<file path="src/rtl/gpio_bank_pkg.sv">
package gpio_bank_pkg;

    localparam int PINS_DEF = 32;
    localparam int ADDR_W   = 4;
    localparam int SYNC_DEF = 2;

    typedef enum logic [ADDR_W-1:0] {
        ADR_DIN     = 4'd0,
        ADR_DSET    = 4'd1,
        ADR_DCLR    = 4'd2,
        ADR_DIRSET  = 4'd3,
        ADR_DIRCLR  = 4'd4,
        ADR_PULLOFF = 4'd5,
        ADR_FSA     = 4'd6,
        ADR_FSB     = 4'd7,
        ADR_KEEP    = 4'd8
    } reg_addr_e;

    typedef enum logic [1:0] {
        FN_GPIO = 2'b00,
        FN_A    = 2'b01,
        FN_B    = 2'b10,
        FN_C    = 2'b11
    } pin_func_e;

    // Stored configuration of one pin.
    typedef struct packed {
        logic keep;
        logic sel_b;
        logic sel_a;
        logic pull_off;
        logic dir;
        logic dout;
    } pin_cfg_t;

    // Pad-facing controls of one pin.
    typedef struct packed {
        logic      oe;
        logic      val;
        logic      pe;
        logic      pu;
        pin_func_e fn;
    } pad_ctl_t;

    function automatic pin_func_e decode_func(input logic sel_a, input logic sel_b);
        unique case ({sel_b, sel_a})
            2'b00:   return FN_GPIO;
            2'b01:   return FN_A;
            2'b10:   return FN_B;
            default: return FN_C;
        endcase
    endfunction

    function automatic logic addr_mapped(input logic [ADDR_W-1:0] a);
        return a <= ADR_KEEP;
    endfunction

endpackage

</file>
<file path="src/rtl/gpio_in_sync.sv">
module gpio_in_sync
    import gpio_bank_pkg::*;
#(
    parameter int WIDTH  = PINS_DEF,
    parameter int STAGES = SYNC_DEF
) (
    input  logic             clk,
    input  logic             rst,
    input  logic [WIDTH-1:0] pin_in,
    output logic [WIDTH-1:0] din
);
    localparam int LAT = STAGES + 1;

    logic [WIDTH-1:0] stg [STAGES];

    generate
        for (genvar s = 0; s < STAGES; s++) begin : g_stage
            always_ff @(posedge clk) begin
                if (rst) begin
                    stg[s] <= '0;
                end else if (s == 0) begin
                    stg[s] <= pin_in;
                end else begin
                    stg[s] <= stg[(s == 0) ? 0 : s-1];
                end
            end
        end
    endgenerate

    always_ff @(posedge clk) begin
        if (rst) din <= '0;
        else     din <= stg[STAGES-1];
    end

    // Warm-up counter so the latency check never looks across reset.
    logic [2:0] warm;
    always_ff @(posedge clk) begin
        if (rst)              warm <= '0;
        else if (warm != 3'd7) warm <= warm + 3'd1;
    end

    generate
        if (LAT == 3) begin : g_lat_chk
            p_sync_latency_r9: assert property (@(posedge clk) disable iff (rst)
                (warm >= 3'd3) |-> (din == $past(pin_in, 3)));
        end
    endgenerate

endmodule

</file>
<file path="src/rtl/gpio_reg_file.sv">
module gpio_reg_file
    import gpio_bank_pkg::*;
#(
    parameter int NPINS = PINS_DEF
) (
    input  logic                   clk,
    input  logic                   rst,
    input  logic [ADDR_W-1:0]      addr,
    input  logic                   we,
    input  logic [NPINS-1:0]       wdata,
    input  logic [NPINS-1:0]       din,
    output logic [NPINS-1:0]       rdata,
    output pin_cfg_t [NPINS-1:0]   cfg
);

    generate
        for (genvar i = 0; i < NPINS; i++) begin : g_pin
            always_ff @(posedge clk) begin
                if (rst) begin
                    cfg[i] <= '0;
                end else if (we) begin
                    case (addr)
                        ADR_DSET:    if (wdata[i]) cfg[i].dout <= 1'b1;
                        ADR_DCLR:    if (wdata[i]) cfg[i].dout <= 1'b0;
                        ADR_DIRSET:  if (wdata[i]) cfg[i].dir  <= 1'b1;
                        ADR_DIRCLR:  if (wdata[i]) cfg[i].dir  <= 1'b0;
                        ADR_PULLOFF: cfg[i].pull_off <= wdata[i];
                        ADR_FSA:     cfg[i].sel_a    <= wdata[i];
                        ADR_FSB:     cfg[i].sel_b    <= wdata[i];
                        ADR_KEEP:    cfg[i].keep     <= wdata[i];
                        default:     ;
                    endcase
                end
            end

            p_set_level_r2: assert property (@(posedge clk) disable iff (rst)
                (we && addr == ADR_DSET && wdata[i]) |=> cfg[i].dout);
            p_clr_level_r3: assert property (@(posedge clk) disable iff (rst)
                (we && addr == ADR_DCLR && wdata[i]) |=> !cfg[i].dout);
            p_zero_bit_keeps_r2: assert property (@(posedge clk) disable iff (rst)
                (we && (addr == ADR_DSET || addr == ADR_DCLR) && !wdata[i])
                |=> $stable(cfg[i].dout));
            p_dir_set_r4: assert property (@(posedge clk) disable iff (rst)
                (we && addr == ADR_DIRSET && wdata[i]) |=> cfg[i].dir);
            p_dir_clr_r4: assert property (@(posedge clk) disable iff (rst)
                (we && addr == ADR_DIRCLR && wdata[i]) |=> !cfg[i].dir);
            p_unmapped_quiet_r10: assert property (@(posedge clk) disable iff (rst)
                (we && (!addr_mapped(addr) || addr == ADR_DIN)) |=> $stable(cfg[i]));
        end
    endgenerate

    always_comb begin
        rdata = '0;
        for (int k = 0; k < NPINS; k++) begin
            case (addr)
                ADR_DIN:               rdata[k] = din[k];
                ADR_DSET, ADR_DCLR:    rdata[k] = cfg[k].dout;
                ADR_DIRSET, ADR_DIRCLR: rdata[k] = cfg[k].dir;
                ADR_PULLOFF:           rdata[k] = cfg[k].pull_off;
                ADR_FSA:               rdata[k] = cfg[k].sel_a;
                ADR_FSB:               rdata[k] = cfg[k].sel_b;
                ADR_KEEP:              rdata[k] = cfg[k].keep;
                default:               rdata[k] = 1'b0;
            endcase
        end
    end

endmodule

</file>
<file path="src/rtl/gpio_pad_ctrl.sv">
module gpio_pad_ctrl
    import gpio_bank_pkg::*;
(
    input  logic     clk,
    input  logic     rst,
    input  pin_cfg_t cfg,
    input  logic     sleep_req,
    output pad_ctl_t pad
);
    logic forced;

    always_comb begin
        forced  = sleep_req && !cfg.keep;
        pad.oe  = cfg.dir && !forced;
        pad.val = cfg.dout;
        pad.pe  = !cfg.pull_off && (!cfg.dir || forced);
        pad.pu  = cfg.dout;
        pad.fn  = decode_func(cfg.sel_a, cfg.sel_b);
    end

    p_drive_no_pull_r5: assert property (@(posedge clk) disable iff (rst)
        pad.oe |-> !pad.pe);
    p_sleep_floats_r8: assert property (@(posedge clk) disable iff (rst)
        (sleep_req && !cfg.keep) |-> !pad.oe);
    p_sleep_release_r8: assert property (@(posedge clk) disable iff (rst)
        (!sleep_req && cfg.dir) |-> pad.oe);

endmodule

</file>
<file path="src/rtl/gpio_bank.sv">
module gpio_bank
    import gpio_bank_pkg::*;
#(
    parameter int NPINS  = PINS_DEF,
    parameter int STAGES = SYNC_DEF
) (
    input  logic                 clk,
    input  logic                 rst,
    input  logic [ADDR_W-1:0]    bus_addr,
    input  logic                 bus_we,
    input  logic [NPINS-1:0]     bus_wdata,
    output logic [NPINS-1:0]     bus_rdata,
    input  logic                 sleep_req,
    input  logic [NPINS-1:0]     pin_in,
    output logic [NPINS-1:0]     pad_oe,
    output logic [NPINS-1:0]     pad_out,
    output logic [NPINS-1:0]     pad_pull_en,
    output logic [NPINS-1:0]     pad_pull_up,
    output logic [2*NPINS-1:0]   pad_fsel
);
    localparam int FSEL_W = 2 * NPINS;

    logic [NPINS-1:0]     din;
    pin_cfg_t [NPINS-1:0] cfg;
    pad_ctl_t             pad [NPINS];

    gpio_in_sync #(.WIDTH(NPINS), .STAGES(STAGES)) u_sync (
        .clk    (clk),
        .rst    (rst),
        .pin_in (pin_in),
        .din    (din)
    );

    gpio_reg_file #(.NPINS(NPINS)) u_regs (
        .clk   (clk),
        .rst   (rst),
        .addr  (bus_addr),
        .we    (bus_we),
        .wdata (bus_wdata),
        .din   (din),
        .rdata (bus_rdata),
        .cfg   (cfg)
    );

    generate
        for (genvar i = 0; i < NPINS; i++) begin : g_pad
            gpio_pad_ctrl u_pad (
                .clk       (clk),
                .rst       (rst),
                .cfg       (cfg[i]),
                .sleep_req (sleep_req),
                .pad       (pad[i])
            );
            assign pad_oe[i]          = pad[i].oe;
            assign pad_out[i]         = pad[i].val;
            assign pad_pull_en[i]     = pad[i].pe;
            assign pad_pull_up[i]     = pad[i].pu;
            assign pad_fsel[2*i +: 2] = pad[i].fn;
        end
    endgenerate

    p_fsel_hold_in_sleep_r8: assert property (@(posedge clk) disable iff (rst)
        (sleep_req && !bus_we) |=> $stable(pad_fsel[FSEL_W-1:0]));

endmodule

</file>
<file path="config.mk">
export PLATFORM = sky130hd
export DESIGN_NAME = gpio_bank
export DESIGN_NICKNAME = d
export VERILOG_FILES = /design/src/rtl/gpio_bank_pkg.sv /design/src/rtl/gpio_in_sync.sv /design/src/rtl/gpio_reg_file.sv /design/src/rtl/gpio_pad_ctrl.sv /design/src/rtl/gpio_bank.sv
export SDC_FILE = /design/constraint.sdc
export NUM_CORES = 1
export LEC_CHECK = 0
export ABC_AREA = 1
export BUFFER_PORTS_ARGS = -buffer_cell sky130_fd_sc_hd__clkbuf_2
export CORE_UTILIZATION = 25
export DETAILED_ROUTE_END_ITERATION = 8
export PLACE_DENSITY_LB_ADDON = 0.08
export SYNTH_ARGS = -nofsm -noshare
export SYNTH_HDL_FRONTEND = slang
export SYNTH_SLANG_ARGS = --single-unit
</file>
<file path="constraint.sdc">
create_clock -name clk -period 2.7 [get_ports clk]
set_input_delay 0.135 -clock clk [delete_from_list [all_inputs] [get_ports clk]]
set_output_delay 0.135 -clock clk [all_outputs]
set_load 0.05 [all_outputs]
</file>
==> summary.md, run 1 <==
| Metric | Value |
|---|---|
| Syn nets | `2149` |
| Syn Inst Count | `approximately 2100` |
| Synth top area cells | `dfxtp_1, nor2_1, nand3_1` |
| Worst VDD drop | `0.000393 V` |
| Total CTS buffers | `38` |
| Worst slack, placed | `0.592 ns` |
| DIE AREA | `55600 µm²` |
| Tmin final | `2.13 ns` |
| Area grow syn2layout | `24.1%` |
| Vias in the first global route | `12820` |
| Post-route cell area | `17000 µm²` |
| Cts repair resizes | `0` |
| Sw Share | `27.7%` |
| Share of layout cells above drive strength 1 | `18.0%` |
| Initial Util | `25.3%` |
| Most used DFF post-synth | `dfxtp_1` |
| Die H | `236 µm` |
| PnR worst setup slack | `0.570 ns` |
| Core area | `53900 µm²` |
| Worst-path maximum fanout | `14` |
| Hold bufs inserted after CTS | `64` |
| Clk pwr share | `47.1%` |
| Hold endpoint | `u_regs.cfg[187]$_SDFFE_PP0P_` |
| Syn Area/Cell | `6.57 µm²` |
| WL final | `55300 µm` |
| Post-DP HPWL | `34900 µm` |
| Final ANT Viol Nets | `0` |
| Total number of H-tree levels | `2` |
| Die Wd | `236 µm` |
| Worst-margin pin slew | `0.869 ns` |
| Crit path capture type | `primary output` |
| Reg2Reg Setup Slack | `1.98 ns` |
| First-pass GRT wire length | `83000 µm` |
| CP Data Required Time | `2.57 ns` |
| Port-buffer cells | `295` |
| Max Freq | `0.469 GHz` |
| Reg-to-reg startpoint | `u_regs.cfg[186]$_SDFFE_PP0P_` |
| Post-synth top cells | `nor2_1, nand2_1, dfxtp_1` |
| Post-synthesis sequential area ratio | `42.2%` |
| Vias per cell | `4.60` |
| Setup TNS | `0 ns` |
| Gr usage total | `19.7%` |
| Yosys top cell area share | `around 42%` |
| Fillers | `roughly 5900` |
| Hold Fails Final Rpt | `0` |
| Cell variety after synth | `18` |
| Max-slew headroom | `42.1%` |
| Synthesized area | `13700 µm²` |
| Setup CP Type | `in -> out` |
| RD Place Congestion | `0.775` |
| Slew Viols, Final | `0` |
| Yosys top cell by area | `dfxtp_1` |
| YS warnings | `0` |
| Reg2Reg Depth | `2` |
| Cell with the most instances after synthesis | `nor2_1` |
| Startpoint class of the critical path | `primary input` |
| Hold Path Class | `in -> reg` |
| Clock Skew | `approximately 0.017 ns` |
| Grt total ovfl | `0` |
| Worst hold margin | `roughly 0.043 ns` |
| Placed instance area | `~15000 µm²` |
| EDFF count, synth | `0` |
| # clock sinks | `288` |
| CTS root buffer | `clkbuf_16` |
| Routed wire per std cell | `roughly 19 µm` |
| Hold path depth | `3` |
| FFs w/ async S/R, synth | `0%` |
| RSZ-0062 raised after global routing | `no` |
| Fin nets | `2285` |
| RR Endpoint | `u_regs.cfg[186]$_SDFFE_PP0P_` |
| P_int | `7.69 mW` |
| Final Setup Violations | `0` |
| Psw | `2.94 mW` |
| I/O pin count | `296` |
| Total Power | `10.6 mW` |
| Reg clk slew, reported paths | `roughly 0.060 ns` |
| TritonCTS clock tree | `built` |
| Clock Latency Late Sink | `roughly 0.55 ns` |
| Largest net degree at the start of global routing | `162` |
| Leak | `7.65 nW` |
| Synthesized flop and latch total | `288` |
| Seq pwr share | `around two fifths` |
| Drt first-iter violations | `about 800` |
| Status | `complete, no violations` |
| Max-Cap Viols | `0` |
| Maximum buffer depth of the clock tree | `3` |
| Combinational share of power | `11.3%` |
| Fin crit share | `between 70% and 80%` |
| Via count | `around 13000` |
| Pre-antenna DRT Iters | `5` |
| N_diodes | `0` |
| Postcts setup bufs | `0` |
| Initial antenna violation count | `0` |
| WP data arrival | `2.00 ns` |
| Hold_sp | `bus_we` |
| # DRC | `0` |
| Core Rows | `85` |
| Power per Cell Area | `627 nW/µm²` |
==> sequential cells by signal, summed over array words and instances, names as in the netlist <==
name,flops
u_sync.din,32
u_regs.cfg,192
u_sync.stg,64
==> logic make-up after synthesis <==
kind of cell           synth area share (%)
and+or+nand+nor                        34.0
DFF                                    42.2
buffers and inverters                  17.2
AOI/OAI and AO/OA                      6.60
==> routing by layer <==
| metal | vias up | global-route usage (%) | routed length [µm] |
|---|---|---|---|
| met1 | 6310 | 27.7 | 26600 |
| met5 | - | 0 | 0 |
| met3 | 79 | 2.67 | 2680 |
| met2 | 431 | 30.7 | 24600 |
| li1 | 6672 | - | - |
| met4 | 0 | 6.26 | 1380 |
==> power by group through the flow <==
| stage | sequential [mW] | combinational (mW) | clock, mW |
|---|---|---|---|
| floorplan | 4.49 | 0.780 | 0 |
| global route | 4.43 | 1.29 | 5.34 |
| finish | 4.42 | 1.20 | 5.01 |
| CTS | 4.42 | 1.21 | 5.18 |
| detailed placement | 4.52 | 1.13 | 0 |
| global placement | 4.52 | 1.13 | 0 |
==> layout make-up <==
| cell class | count | area, µm² | area share, % |
|---|---|---|---|
| Inverter | 229 | 862 | 5.09 |
| Multi-Input combinational cell | 1260 | 5630 | 33.2 |
| Clock buffer | 59 | 1160 | 6.85 |
| Clock inverter | 4 | 51.3 | 0.303 |
| Tap cell | 696 | 871 | 5.14 |
| Sequential cell | 288 | 5770 | 34.0 |
| Timing Repair Buffer | 396 | 2610 | 15.4 |
==> cells in the final DEF, fill, tap and decap left out <==
master / instances
nor2_1: 372
nand2_1: 339
clkbuf_2: 288
dfxtp_1: 288
nand3_1: 256
inv_1: 228
a21oi_1: 171
nand4_1: 97
dlygate4sd3_1: 64
clkbuf_16: 39
buf_4: 27
buf_12: 15
clkbuf_8: 11
nor2_4: 9
o21ai_0: 9
clkbuf_1: 9
nand2_2: 3
nand3_2: 2
nand3_4: 2
buf_6: 2
inv_4: 1
inv_6: 1
clkinv_2: 1
bufinv_16: 1
clkinvlp_4: 1
==> how the worst max path moves through the flow <==
stage	start	endpoint	slack, ns	cells after the start
3_3_place_gp	bus_addr[0]	bus_rdata[12]	0.61	9
6_report	bus_addr[0]	bus_rdata[12]	0.57	9
5_1_grt	bus_addr[0]	bus_rdata[13]	0.47	9
3_5_place_dp	bus_addr[0]	bus_rdata[12]	0.59	9
2_1_floorplan	sleep_req	pad_pull_en[0]	0.93	3
4_1_cts	bus_addr[0]	bus_rdata[12]	0.58	9
==> critical path, stage by stage <==
cell	delay, ns
clkbuf_2	0.17
nand2_1	0.11
inv_1	0.31
nand2_2	0.40
buf_12	0.30
o21ai_0	0.16
nor2_1	0.06
nand2_1	0.06
clkbuf_2	0.27
==> metrics by stage <==
step                util, %  instances
floorplan                 -       2077
global placement       28.0       2805
detailed placement     28.0       2805
CTS                    31.4       2932
global route           31.4       2932
finish                 31.4       2932
Note: power is estimated with default switching activity, not from simulation.
==> inputs of run 2 (changes only) <==
- clock period: 2.7 -> 2.25 ns (I/O delays scaled with it)
==> summary.md, run 2 (synthesized netlist as in run 1, its figures left out) <==
| Metric | Value |
|---|---|
| Clock Latency Late Sink | `0.55 ns (about the same)` |
| Power per Cell Area | `751 nW/µm² (was 627 nW/µm²)` |
| Most used routing layer | `met2 (unchanged)` |
| Die H | `236 µm (unchanged)` |
| Commonest non-fill, non-tap cells in the layout | `nor2_1, nand2_1, clkbuf_2, dfxtp_1, nand3_1 (unchanged)` |
| Largest net degree at the start of global routing | `92 (was 162)` |
| Crit path capture type | `register (was primary output)` |
| Max-Cap Viols | `0 (unchanged)` |
| Reg2Reg Depth | `3 (was 2)` |
| Postcts setup bufs | `0 (unchanged)` |
| # clock sinks | `288 (unchanged)` |
| Worst VDD drop | `0.000494 V (was 0.000393 V)` |
| Fin nets | `2315 (was 2285)` |
| Post-DP HPWL | `36000 µm (was 34900 µm)` |
| Most common cell after layout, fill and taps aside | `nor2_1 (unchanged)` |
| Global routing usage on met1 | `27.5% (was 27.7%)` |
| Max Freq | `0.469 GHz` |
| Vias per cell | `4.59 (was 4.60)` |
| Status | `complete, no violations (unchanged)` |
| Drt first-iter violations | `837 (was 777)` |
| Hold Fails Final Rpt | `0 (unchanged)` |
| Initial Util | `25.3% (unchanged)` |
| Top flop regs | `u_regs.cfg (192), u_sync.stg (64), u_sync.din (32) (unchanged)` |
| Core area | `53900 µm² (unchanged)` |
| Slew Viols, Final | `0 (unchanged)` |
| Setup CP Type | `in -> reg (was in -> out)` |
| Critical Path End | `u_regs.cfg[37]$_SDFFE_PP0P_ (was bus_rdata[12])` |
| Fillers | `5835 (was 5917)` |
| Routing usage on met3 | `2.94% (was 2.67%)` |
| Routed wire per std cell | `18.6 µm (was 18.8 µm)` |
| RR Endpoint | `u_regs.cfg[37]$_SDFFE_PP0P_ (was u_regs.cfg[186]$_SDFFE_PP0P_)` |
| Pre-antenna DRT Iters | `5 (unchanged)` |
| Final ANT Viol Nets | `0 (unchanged)` |
| Via count | `13609 (was 13492)` |
| Max-slew headroom | `25.5% (was 42.1%)` |
| Initial antenna violation count | `0 (unchanged)` |
| N_diodes | `0 (unchanged)` |
| Reg2Reg Setup Slack | `1.09 ns (was 1.98 ns)` |
| Tmin final | `2.13 ns` |
| I/O pin count | `296 (unchanged)` |
| Setup TNS | `0 ns (unchanged)` |
| Leak | `7.87 nW (was 7.65 nW)` |
| Total CTS buffers | `38 (unchanged)` |
| TritonCTS clock tree | `built (unchanged)` |
| Core Rows | `85 (unchanged)` |
| Critical Path Start | `bus_addr[1] (was bus_addr[0])` |
| Maximum buffer depth of the clock tree | `3 (unchanged)` |
| Reg clk slew, reported paths | `0.06 ns (about the same)` |
| Port-buffer cells | `295 (unchanged)` |
| Final Setup Violations | `0 (unchanged)` |
| First-pass GRT wire length | `82400 µm (was 83000 µm)` |
| Worst-path maximum fanout | `38 (was 14)` |
| Reg-to-reg startpoint | `u_regs.cfg[37]$_SDFFE_PP0P_ (was u_regs.cfg[186]$_SDFFE_PP0P_)` |
| # DRC | `0 (unchanged)` |
| RD Place Congestion | `0.824 (was 0.775)` |
| Area grow syn2layout | `27.1% (was 24.1%)` |
| Max reg flops | `192 (unchanged)` |
| DIE AREA | `55600 µm² (unchanged)` |
| Worst-margin pin slew | `1.12 ns (was 0.869 ns)` |
| Hold Path Class | `in -> reg (unchanged)` |
| RSZ-0062 raised after global routing | `no (unchanged)` |
| Startpoint class of the critical path | `primary input (unchanged)` |
| Total number of H-tree levels | `2 (unchanged)` |
| WP data arrival | `2.63 ns (was 2.00 ns)` |
| Met2 Resource Use GR | `30.6% (was 30.7%)` |
| Fin crit share | `94.7%` |
| Grt total ovfl | `0 (unchanged)` |
| Vias in the first global route | `12927 (was 12820)` |
| CTS root buffer | `clkbuf_16 (unchanged)` |
| WL final | `55100 µm (was 55300 µm)` |
| Share of layout cells above drive strength 1 | `18.5% (was 18.0%)` |
| Largest Register | `u_regs.cfg (unchanged)` |
| Gr usage total | `19.5% (was 19.7%)` |
| Final core utilization | `32.2% (was 31.4%)` |
| Clock Skew | `0.0160 ns (was 0.0169 ns)` |
| CP Data Required Time | `2.75 ns (was 2.57 ns)` |
| Die Wd | `236 µm (unchanged)` |
## run 2: layout make-up
type,count,area [µm²],area share (%)
sequential,288,5770,33.2
clock inverter,6,80.1,0.462
clock buffer,60,1200,6.90
multi-input combinational,1260,5630,32.5
inverter,229,862,4.97
timing repair buffer,426,2940,16.9
tap,696,871,5.02
## run 2: what timing repair did
| action | in CTS | in global routing |
|---|---|---|
| resized for setup | 0 | 0 |
| hold endpoints to repair | 240 | 0 |
| endpoints found under the setup margin | 0 | 1 |
| hold buffers | 80 | 0 |
## run 2: worst min path at each step
stage	startpoint	end	slack [ns]	cells past startpoint
after CTS	bus_addr[0]	u_regs.cfg[182]$_SDFFE_PP0P_	0.10	5
after detailed placement	pin_in[10]	u_sync.stg[0][10]$_SDFF_PP0_	0.31	3
after global placement	pin_in[29]	u_sync.stg[0][29]$_SDFF_PP0_	0.31	3
after floorplan	pin_in[0]	u_sync.stg[0][0]$_SDFF_PP0_	0.22	2
after global routing	bus_addr[0]	u_regs.cfg[182]$_SDFFE_PP0P_	0.16	5
final	bus_addr[0]	u_regs.cfg[182]$_SDFFE_PP0P_	0.14	5
## run 2: critical path, stage by stage
cell	delay [ns]
clkbuf_2	0.14
nor2_4	0.23
buf_12	0.23
nand2_1	0.13
nand2_2	0.12
buf_12	0.27
nand3_1	0.11
dlygate4sd3_1	0.59
a21oi_1	0.12
dlygate4sd3_1	0.55
## run 2: metrics by stage
step	setup slack (ns)	power [mW]	hold slack, ns	instances	area [µm²]
6_report	0.119	13.0	0.139	2965	17300
5_1_grt	0.0381	13.6	0.156	2965	17300
4_1_cts	0.151	13.3	0.104	2964	17300
3_5_place_dp	0.305	6.80	0.310	2818	15200
3_3_place_gp	0.344	6.79	0.312	2818	15200
2_1_floorplan	0.512	6.33	0.219	2077	13700
## run 2: report_power, final
group	total [mW]	switching [mW]	internal (mW)	leakage, nW
combinational	1.48	1.08	0.395	4.89
clock	6.25	2.39	3.86	0.632
sequential	5.31	0.0695	5.24	2.34
total	13.0	3.54	9.49	7.87
## run 2: layer usage
| metal | part of all wire [%] | wire length, µm | up-vias |
|---|---|---|---|
| met1 | 48 | 26600 | 6390 |
| met4 | 2.1 | 1180 | 0 |
| met5 | 0 | 0 | - |
| met2 | 44 | 24400 | 421 |
| li1 | - | - | 6736 |
| met3 | 5.2 | 2890 | 62 |
==> inputs of run 3 (changes only) <==
==> constraint.sdc (replaced) <==
create_clock -name clk -period 2.25 [get_ports clk]
set_input_delay 0.3375 -clock clk [delete_from_list [all_inputs] [get_ports clk]]
set_output_delay 0.3375 -clock clk [all_outputs]
set_load 0.05 [all_outputs]
==> summary.md, run 3 (synthesized netlist as in run 1, its figures left out) <==
| Metric | Value |
|---|---|
| Slew Viols, Final | `0 (unchanged)` |
| WP data arrival | `1.83 ns (was 2.63 ns)` |
| WL final | `55500 µm (was 55100 µm)` |
| Hold Fails Final Rpt | `0 (unchanged)` |
| Final Setup Violations | `0 (unchanged)` |
| Crit path capture type | `primary output (was register)` |
| Placed cell count | `2829 (was 2818)` |
| Startpoint class of the critical path | `primary input (unchanged)` |
| Commonest non-fill, non-tap cells in the layout | `nor2_1, nand2_1, dfxtp_1 (was nor2_1, nand2_1, clkbuf_2, dfxtp_1, nand3_1)` |
| Setup TNS | `0 ns (unchanged)` |
| CTS root buffer | `clkbuf_16 (unchanged)` |
| Most common cell after layout, fill and taps aside | `nor2_1 (unchanged)` |
| DIE AREA | `55600 µm² (unchanged)` |
| Status | `complete, no violations (unchanged)` |
| Vias per cell | `4.60 (was 4.59)` |
| Fillers | `5851 (was 5835)` |
| Max-Cap Viols | `0 (unchanged)` |
| Largest Register | `u_regs.cfg (unchanged)` |
| Fin nets | `2270 (was 2315)` |
| Max-slew headroom | `67.7% (was 25.5%)` |
| Clock Latency Late Sink | `0.56 ns (was 0.55 ns)` |
| Clock Skew | `0.0242 ns (was 0.0160 ns)` |
| # clock sinks | `288 (unchanged)` |
| Drt first-iter violations | `861 (was 837)` |
| Tmin final | `2.17 ns (was 2.13 ns)` |
| Maximum buffer depth of the clock tree | `3 (unchanged)` |
| Total number of H-tree levels | `2 (unchanged)` |
| Core Rows | `85 (unchanged)` |
| Pre-antenna DRT Iters | `6 (was 5)` |
| N_diodes | `0 (unchanged)` |
| Die H | `236 µm (unchanged)` |
| Largest net degree at the start of global routing | `91 (was 92)` |
| Hold Path Class | `in -> reg (unchanged)` |
| Post-DP HPWL | `36000 µm (about the same)` |
| Setup CP Type | `in -> out (was in -> reg)` |
| Total CTS buffers | `38 (unchanged)` |
| Fin crit share | `96.4% (was 94.7%)` |
| First-pass GRT wire length | `83000 µm (was 82400 µm)` |
| Grt total ovfl | `0 (unchanged)` |
| Area grow syn2layout | `25.3% (was 27.1%)` |
| Via count | `13422 (was 13609)` |
| Max reg flops | `192 (unchanged)` |
| RD Place Congestion | `0.779 (was 0.824)` |
| Worst-margin pin slew | `0.485 ns (was 1.12 ns)` |
| Reg clk slew, reported paths | `0.05 ns (was 0.06 ns)` |
| Top flop regs | `u_regs.cfg (192), u_sync.stg (64), u_sync.din (32) (unchanged)` |
| CP Data Required Time | `1.91 ns (was 2.75 ns)` |
| Max Freq | `0.461 GHz (was 0.469 GHz)` |
| Worst VDD drop | `0.000446 V (was 0.000494 V)` |
| Power per Cell Area | `758 nW/µm² (was 751 nW/µm²)` |
| Leak | `7.75 nW (was 7.87 nW)` |
| Core area | `53900 µm² (unchanged)` |
| Vias in the first global route | `12760 (was 12927)` |
| I/O pin count | `296 (unchanged)` |
| Total Power | `13.0 mW (about the same)` |
| Port-buffer cells | `295 (unchanged)` |
| Share of layout cells above drive strength 1 | `19.3% (was 18.5%)` |
| Final ANT Viol Nets | `0 (unchanged)` |
| Die Wd | `236 µm (unchanged)` |
| # DRC | `0 (unchanged)` |
| TritonCTS clock tree | `built (unchanged)` |
| Final Non-Filler Cells | `2918 (was 2965)` |
| Gr usage total | `19.7% (was 19.5%)` |
| Worst-path maximum fanout | `30 (was 38)` |
| Routed wire per std cell | `19.0 µm (was 18.6 µm)` |
| RSZ-0062 raised after global routing | `yes (was no)` |
| Initial Util | `25.3% (unchanged)` |
| Initial antenna violation count | `1 (was 0)` |
-- run 3: through the flow --
stage,util [%],hold WS (ns),worst slack (ns),area [µm²]
after global routing,31.7,0.0213,-0.0103,17100
after CTS,31.7,0.000859,0.0431,17100
after detailed placement,28.9,0.394,-0.0295,15600
final,31.7,0.0350,0.0820,17100
after floorplan,-,0.388,0.0760,13700
after global placement,28.9,0.389,-0.0485,15600
-- run 3: worst paths after layout --
kind | from | depth (start not counted) | slack, ns | end
worst min register to register | u_sync.stg[0][15]$_SDFF_PP0_ | 2 | 0.38 | u_sync.stg[1][15]$_SDFF_PP0_
worst max-delay path | bus_addr[0] | 9 | 0.08 | bus_rdata[15]
worst max register to register | u_regs.cfg[186]$_SDFFE_PP0P_ | 2 | 1.53 | u_regs.cfg[186]$_SDFFE_PP0P_
worst min-delay path | pin_in[23] | 3 | 0.04 | u_sync.stg[0][23]$_SDFF_PP0_
-- run 3: repair_timing --
action / CTS / global route
buffers inserted: 0 / 1
pin swaps: 0 / 1
setup endpoints to repair: 4 / 27
gates resized for setup: 1 / 40
hold endpoints to repair: 24 / 0
hold buffers: 24 / 0
-- run 3: cell type report --
type	count	area, µm²	area share, %
inverter	229	862	5.04
tap	696	871	5.09
multi-input combinational	1260	5630	32.9
clock inverter	6	124	0.724
sequential	288	5770	33.7
clock buffer	58	1130	6.58
timing repair buffer	381	2730	16.0
-- run 3: worst max-delay path: stages --
cell,delay [ns]
clkbuf_2,0.11
buf_4,0.16
nor2_4,0.13
buf_6,0.30
nand3_1,0.19
nand2_1,0.16
nor2_1,0.07
nand3_1,0.07
clkbuf_2,0.28
-- run 3: metal layers --
| metal | wire [µm] | vias up | global-route usage [%] |
|---|---|---|---|
| met4 | 1110 | 2 | 5.45 |
| li1 | - | 6646 | - |
| met1 | 26900 | 6313 | 27.7 |
| met5 | 11 | - | 0 |
| met3 | 2830 | 61 | 3.33 |
| met2 | 24700 | 400 | 31.0 |
-- run 3: power breakdown --
group | total (mW) | internal [mW] | switching (mW)
combinational | 1.48 | 0.386 | 1.09
sequential | 5.31 | 5.24 | 0.0694
clock | 6.18 | 3.78 | 2.40
